### config.mk
export PLATFORM = sky130hd
export DESIGN_NAME = wake_irq_unit
export DESIGN_NICKNAME = d
export VERILOG_FILES = /design/src/rtl/wkirq_pkg.sv /design/src/rtl/wkirq_sync.sv /design/src/rtl/wkirq_edge.sv /design/src/rtl/wkirq_regs.sv /design/src/rtl/wake_irq_unit.sv
export SDC_FILE = /design/constraint.sdc
export NUM_CORES = 1
export LEC_CHECK = 0
export BUFFER_PORTS_ARGS = -buffer_cell sky130_fd_sc_hd__buf_2
export CAP_MARGIN = 20
export CORE_ASPECT_RATIO = 0.8
export CORE_MARGIN = 4
export CORE_UTILIZATION = 34
export DETAILED_ROUTE_END_ITERATION = 6
export PLACE_DENSITY = 0.6
export SLEW_MARGIN = 20
export SYNTH_ARGS = -nofsm -noshare
export SYNTH_HDL_FRONTEND = slang
export SYNTH_HIERARCHICAL = 1
export SYNTH_SLANG_ARGS = --single-unit
### constraint.sdc
create_clock -name clk -period 1.55 [get_ports clk]
set_input_delay 0.31 -clock clk [delete_from_list [all_inputs] [get_ports clk]]
set_output_delay 0.31 -clock clk [all_outputs]
set_load 0.03 [all_outputs]
### src/rtl/wkirq_pkg.sv
// Shared constants for the wakeup interrupt unit.
// Assumes a 2-bit register address space.
package wkirq_pkg;
    localparam int ADDR_W = 2;
    localparam logic [ADDR_W-1:0] REG_ENABLE = 2'd0;
    localparam logic [ADDR_W-1:0] REG_EDGE   = 2'd1;
    localparam logic [ADDR_W-1:0] REG_PEND   = 2'd2;
endpackage

### src/rtl/wkirq_sync.sv
// Multi-stage synchronizer for the port pins, plus one history register.
// Assumes pins are asynchronous to clk. lvl_o is the synchronized level and
// prev_o is that level one cycle earlier. Reset drives both to 0.
module wkirq_sync #(
    parameter int W      = 8,
    parameter int STAGES = 2
) (
    input  logic         clk,
    input  logic         rst_n,
    input  logic [W-1:0] pin_i,
    output logic [W-1:0] lvl_o,
    output logic [W-1:0] prev_o
);
    logic [W-1:0] chain_q [STAGES];

    genvar s;
    generate
        for (s = 0; s < STAGES; s++) begin : g_stage
            if (s == 0) begin : g_first
                // capture raw pins into the first stage
                always_ff @(posedge clk) begin
                    if (!rst_n) chain_q[0] <= '0;
                    else        chain_q[0] <= pin_i;
                end
            end else begin : g_next
                // shift the level down the chain
                always_ff @(posedge clk) begin
                    if (!rst_n) chain_q[s] <= '0;
                    else        chain_q[s] <= chain_q[s-1];
                end
            end
        end
    endgenerate

    // keep the last synchronized level for edge comparison
    always_ff @(posedge clk) begin
        if (!rst_n) prev_o <= '0;
        else        prev_o <= chain_q[STAGES-1];
    end

    assign lvl_o = chain_q[STAGES-1];
endmodule

### src/rtl/wkirq_edge.sv
// Per-pin edge detector with a selectable polarity.
// Assumes lvl_i and prev_i are synchronous. A select bit of 1 picks falling
// edges and 0 picks rising edges. Polarity acts on the transition only, so a
// steady pin never produces an edge, whatever the select bit does.
module wkirq_edge #(
    parameter int W = 8
) (
    input  logic [W-1:0] lvl_i,
    input  logic [W-1:0] prev_i,
    input  logic [W-1:0] fall_sel_i,
    output logic [W-1:0] edge_o
);
    genvar i;
    generate
        for (i = 0; i < W; i++) begin : g_pin
            logic changed;
            // a transition happened on this pin
            assign changed = lvl_i[i] ^ prev_i[i];
            // keep only the direction this pin is armed for
            assign edge_o[i] = changed & (fall_sel_i[i] ? prev_i[i] : lvl_i[i]);
        end
    endgenerate
endmodule

### src/rtl/wkirq_regs.sv
// Register bank: enable, edge-select and sticky pending bits.
// Assumes a single-cycle write strobe. A pending write can only clear bits,
// and an incoming edge wins over a clear on the same clock edge.
module wkirq_regs
    import wkirq_pkg::*;
#(
    parameter int W = 8
) (
    input  logic              clk,
    input  logic              rst_n,
    input  logic              wr_en_i,
    input  logic [ADDR_W-1:0] wr_addr_i,
    input  logic [W-1:0]      wr_data_i,
    input  logic [ADDR_W-1:0] rd_addr_i,
    input  logic [W-1:0]      edge_i,
    output logic [W-1:0]      en_o,
    output logic [W-1:0]      sel_o,
    output logic [W-1:0]      pend_o,
    output logic [W-1:0]      rd_data_o
);
    logic [W-1:0] keep_mask;

    // clear mask: bits written as 0 drop, all others kept
    always_comb begin
        keep_mask = '1;
        if (wr_en_i && wr_addr_i == REG_PEND) keep_mask = wr_data_i;
    end

    // enable and edge-select registers
    always_ff @(posedge clk) begin
        if (!rst_n) begin
            en_o  <= '0;
            sel_o <= '0;
        end else if (wr_en_i) begin
            if (wr_addr_i == REG_ENABLE) en_o  <= wr_data_i;
            if (wr_addr_i == REG_EDGE)   sel_o <= wr_data_i;
        end
    end

    // sticky pending bits, edge has priority over clear
    always_ff @(posedge clk) begin
        if (!rst_n) pend_o <= '0;
        else        pend_o <= (pend_o & keep_mask) | edge_i;
    end

    // combinational read mux
    always_comb begin
        case (rd_addr_i)
            REG_ENABLE: rd_data_o = en_o;
            REG_EDGE:   rd_data_o = sel_o;
            REG_PEND:   rd_data_o = pend_o;
            default:    rd_data_o = '0;
        endcase
    end


    edge_wins_chk: assert property (@(posedge clk) disable iff (!rst_n)
        (edge_i != '0) |=> ((pend_o & $past(edge_i)) == $past(edge_i)));


    no_set_by_write_chk: assert property (@(posedge clk) disable iff (!rst_n)
        1'b1 |=> ((pend_o & ~$past(pend_o) & ~$past(edge_i)) == '0));
endmodule

### src/rtl/wake_irq_unit.sv
// Top of the edge-selectable wakeup interrupt unit.
// Assumes pins are asynchronous. The pending bits serve as both the wakeup
// source and the interrupt source. The interrupt is further gated by the
// port enable and the global enable.
module wake_irq_unit #(
    parameter int N_PINS      = 8,
    parameter int SYNC_STAGES = 2
) (
    input  logic              clk,
    input  logic              rst_n,
    input  logic [N_PINS-1:0] pin_i,
    input  logic              wr_en_i,
    input  logic [1:0]        wr_addr_i,
    input  logic [N_PINS-1:0] wr_data_i,
    input  logic [1:0]        rd_addr_i,
    output logic [N_PINS-1:0] rd_data_o,
    input  logic              port_en_i,
    input  logic              gie_i,
    output logic              irq_o,
    output logic              wake_o
);
    logic [N_PINS-1:0] lvl, prev, edges, en, sel, pend;

    wkirq_sync #(.W(N_PINS), .STAGES(SYNC_STAGES)) u_sync (
        .clk(clk), .rst_n(rst_n), .pin_i(pin_i), .lvl_o(lvl), .prev_o(prev)
    );

    wkirq_edge #(.W(N_PINS)) u_edge (
        .lvl_i(lvl), .prev_i(prev), .fall_sel_i(sel), .edge_o(edges)
    );

    wkirq_regs #(.W(N_PINS)) u_regs (
        .clk(clk), .rst_n(rst_n), .wr_en_i(wr_en_i), .wr_addr_i(wr_addr_i),
        .wr_data_i(wr_data_i), .rd_addr_i(rd_addr_i), .edge_i(edges),
        .en_o(en), .sel_o(sel), .pend_o(pend), .rd_data_o(rd_data_o)
    );

    // shared wakeup from any enabled pending bit
    assign wake_o = |(pend & en);
    // interrupt needs port and global enables as well
    assign irq_o  = wake_o & port_en_i & gie_i;


    reset_clear_chk: assert property (@(posedge clk)
        !rst_n |=> (pend == '0 && en == '0 && sel == '0));

    genvar i;
    generate
        for (i = 0; i < N_PINS; i++) begin : g_chk

            rise_latch_chk: assert property (@(posedge clk) disable iff (!rst_n)
                ($rose(lvl[i]) && !sel[i]) |=> pend[i]);

            fall_latch_chk: assert property (@(posedge clk) disable iff (!rst_n)
                ($fell(lvl[i]) && sel[i]) |=> pend[i]);
        end
    endgenerate
endmodule

==> summary by stage <==
STA
The maximum clock frequency is about 0.66 GHz. The number of pins exceeding their max-slew limit in the final report is 0. The worst path needs between 1500 and 2000 ps of the cycle, external delays included. At the pin with the least slew margin, the transition time is between 400 and 500 ps. The count of final setup violators is 0. The number of hold violations in the final report is 0. The normalized max-slew margin is 70.9%. For the final database, setup skew stands at 4.92 ps. Setup repair after global routing could not meet its margin everywhere.

The fraction of the cycle the final worst path needs is a little over nine tenths.

Synthesis
After synthesis the cells add up to slightly above 0.002 mm². In the synthesized netlist, the number of instances is just under 200. The share of Yosys cell area claimed by the top area cell type is 47.0%. During synthesis, Yosys emitted a total of 6 warnings. Counting flops and latches in the post-synthesis netlist gives 48.

The number of nets produced by synthesis is 223. By area the synthesized netlist is led by sky130_fd_sc_hd__dfxtp_1 47%, sky130_fd_sc_hd__mux2i_1 12%, sky130_fd_sc_hd__and2_2 6.6%, sky130_fd_sc_hd__nand2_1 4.6%, sky130_fd_sc_hd__o21ai_2 3.4%. Summed over all instances, the cell type with the most area after synthesis is sky130_fd_sc_hd__dfxtp_1.

Summing the sequential cell areas from Yosys gives between 40% and 50% of the chip area. The mean instance size in the synthesized netlist is 10.3 µm². The number of distinct library cells after synthesis is 21.

GRT
In this run the most used layer during global routing was met1. The leftover overflow at the end of global routing is 0. The met3 track utilization from global routing is ~3.3%. The total global-route track usage is between 10 and 15%. The number of global-route vias before repair is ~1.3k. Global routing consumed, on the met1 layer, 16.5% of the routing resources. The global-route met2 utilization is around 16%. The maximum number of pins on one net before global-route repair is 37. The first global-routing pass estimated roughly 6.5 mm of wire. The number of antenna violations at the first check in global routing is 0.

Worst setup path
In this run the worst path has a maximum fanout of 9. In this run the critical register-to-register path is captured at u_regs/pend_o[7]. The worst reg2reg path startpoint is u_regs/sel_o[7].

The arrival time reported for the critical path endpoint is between 1000 and 1500 ps. The worst setup path is of the primary input to primary output kind. The startpoint type of the worst setup path is a primary input. The required time at the endpoint of the critical path is around 1200 ps. The worst setup path is captured at a primary output. The reg-to-reg setup timing slack is 630 ps. The depth of the worst register-to-register path is 4.

Final layout
Of the cells placed in the final design, the portion with a size suffix greater than 1 is roughly 36%. At the end of the flow, the number of nets in the layout was 258. The total inserted antenna cells is 0. Excluding fillers, the count of instances in the completed layout stands at approximately 310. Once layout is done, the placed cells without fillers occupy ~0.0024 mm². The layout overhead on the synthesized area is 15.7%.

Clocking
The number of clock buffers added by TritonCTS is 5. The maximum root-to-sink buffer count is 2. In this run the clock root is driven by a sky130_fd_sc_hd__clkbuf_8. TritonCTS built the clock tree. Clock-pin slew was measured on the worst setup and hold paths at 80 ps. The number of H-tree levels is 2. Hold repair after CTS inserted 0 buffers.

The clock net sink count is 48. At the later pin of the worst-skew pair, clock insertion delay measures between 200 and 300 ps.

Run
Across the run, the number of max-cap violations was 0.

Placed design
The count of buffers added on input and output ports is 34. The area of placed instances is 0.00225 mm². The weighted congestion reported at the end of routability-driven placement is just over 0.7.

Once placement completed, the tool counted placed cells totaling approximately 300. The post-detailed-placement half-perimeter wirelength is 2.80 mm.

Floorplanning
The die is 94.7 µm wide. The number of placed I/O pins is 35. The die covers 0.00732 mm². The number of placement rows is 24. The starting density of the core is between 30% and 40%. The area of the placeable core is ~0.0056 mm². In this run the vertical extent of the chip is 77.3 µm.

Run status
The run finished with clean final reports.

Pwr
IR analysis of the VDD net gives a maximum drop of 422 µV. In this run the static leakage power is 0.990 nW. The cell area power density is around 950 mW/mm².

Min path
The worst hold path terminates at u_sync/chain_q[0][7]. The count of cells along the worst hold path is 2. The start point of the worst hold path is pin_i[7]. The classification of the worst-slack hold path is primary input to flop.

Route
After detailed routing, the number of remaining DRC violations is 0. The average wire length per cell after detail routing is between 10 and 15 µm. The detailed router placed between 1k and 1.5k vias in this run. The total wire length is 3.98 mm.

The vias per cell is roughly 4.7. The number of detailed-route iterations in the first pass is 4. The number of nets with antenna violations after detailed routing is 0.

The DRC marker count from the first detailed-route iteration is 52.
[power by group]
| group | leakage, nW | internal (W) | switching [W] |
|---|---|---|---|
| Sequential | 0.395 | 0.00128 | 0.0000338 |
| Clock | 0.0410 | 0.000307 | 0.000383 |
| Combinational | 0.554 | 0.000109 | 0.000124 |
| Total | 0.990 | 0.00170 | 0.000540 |
[flip-flops by register name, summed over array words and instances, names as in the netlist]
signal,count
u_sync/chain_q,16
u_regs/en_o,8
u_regs/pend_o,8
u_regs/sel_o,8
u_sync/prev_o,8
[worst max-delay path by stage]
stage / startpoint / end / slack, ps / cells past startpoint
2_1_floorplan: rd_addr_i[1] / rd_data_o[0] / 140 / 3
3_3_place_gp: rd_addr_i[1] / rd_data_o[4] / 40 / 4
3_5_place_dp: rd_addr_i[1] / rd_data_o[4] / 40 / 4
4_1_cts: u_regs/en_o[3] / irq_o / 0.2 / 3
5_1_grt: u_regs/pend_o[3] / wake_o / -30 / 3
6_report: rd_addr_i[1] / rd_data_o[2] / 40 / 4
[layout by cell type, fill, tap and decap left out, drive strengths merged]
master,Yosys,routed
dfxtp,48,48
nand3b,9,9
nor2b,1,1
a41oi,1,1
and2,24,24
clkbuf,0,7
clkinv,0,1
o21ai,16,16
nand2,25,25
and3b,1,1
nand2b,8,8
a22oi,4,4
mux2i,24,24
nor2,8,8
nor3b,1,1
a21oi,8,8
buf,11,38
nand4,1,1
o2bb2ai,8,8
[per-stage QoR]
stage	total power, W	setup WS (ps)	utilization [%]	setup TNS (ps)	hold slack, ps
after global routing	0.00235	-27.6	41.9	-42.4	212
final	0.00224	36.5	41.9	0	216
after floorplan	0.00150	139	-	0	412
after detailed placement	0.00157	43.5	39.9	0	425
after global placement	0.00157	38.4	39.9	0	422
after CTS	0.00227	0.205	41.4	0	203
[critical path, cell delays in order]
cell	delay (ps)
sky130_fd_sc_hd__buf_2	200
sky130_fd_sc_hd__nor2b_4	300
sky130_fd_sc_hd__o2bb2ai_1	170
sky130_fd_sc_hd__clkbuf_4	220
[Yosys cell counts]
library cell / count
sky130_fd_sc_hd__dfxtp_1: 48
sky130_fd_sc_hd__nand2_1: 25
sky130_fd_sc_hd__mux2i_1: 24
sky130_fd_sc_hd__and2_2: 18
sky130_fd_sc_hd__nand3b_1: 9
sky130_fd_sc_hd__a21oi_1: 8
sky130_fd_sc_hd__nand2b_1: 8
sky130_fd_sc_hd__nor2_1: 8
sky130_fd_sc_hd__o21ai_0: 8
sky130_fd_sc_hd__o21ai_2: 8
sky130_fd_sc_hd__o2bb2ai_1: 8
sky130_fd_sc_hd__and2_1: 6
sky130_fd_sc_hd__buf_6: 6
sky130_fd_sc_hd__a22oi_2: 4
sky130_fd_sc_hd__buf_4: 3
sky130_fd_sc_hd__buf_2: 2
sky130_fd_sc_hd__a41oi_2: 1
sky130_fd_sc_hd__and3b_1: 1
sky130_fd_sc_hd__nand4_1: 1
sky130_fd_sc_hd__nor2b_4: 1
sky130_fd_sc_hd__nor3b_2: 1
[area by class of cell]
class	instances	area [µm²]
sequential	48	967
tap	78	97.6
timing repair buffer	39	240
clock inverter	1	5.00
multi-input combinational	139	982
clock buffer	6	72.6
fill	584	3280
[metal layers]
layer	part of all wire [%]	vias up
met1	51	674
li1	-	748
met3	5.1	5
met5	0	-
met2	43	30
met4	0.85	0
[what timing repair did]
| item | in CTS | in global routing |
|---|---|---|
| resized for setup | 2 | 12 |
| endpoints found under the setup margin | 2 | 5 |
| pin swaps | 2 | 5 |
| setup buffers | 0 | 1 |
[logic make-up after synthesis]
kind of cell	count (synthesis)	share of synthesized area (%)
AO/OA/AOI/OAI	37	14.0
multiplexers	24	11.8
buffers and inverters	11	4.90
AND/OR/NAND/NOR	78	22.3
flip-flops	48	47.0
No activity file was read; power rests on OpenSTA's default activity.
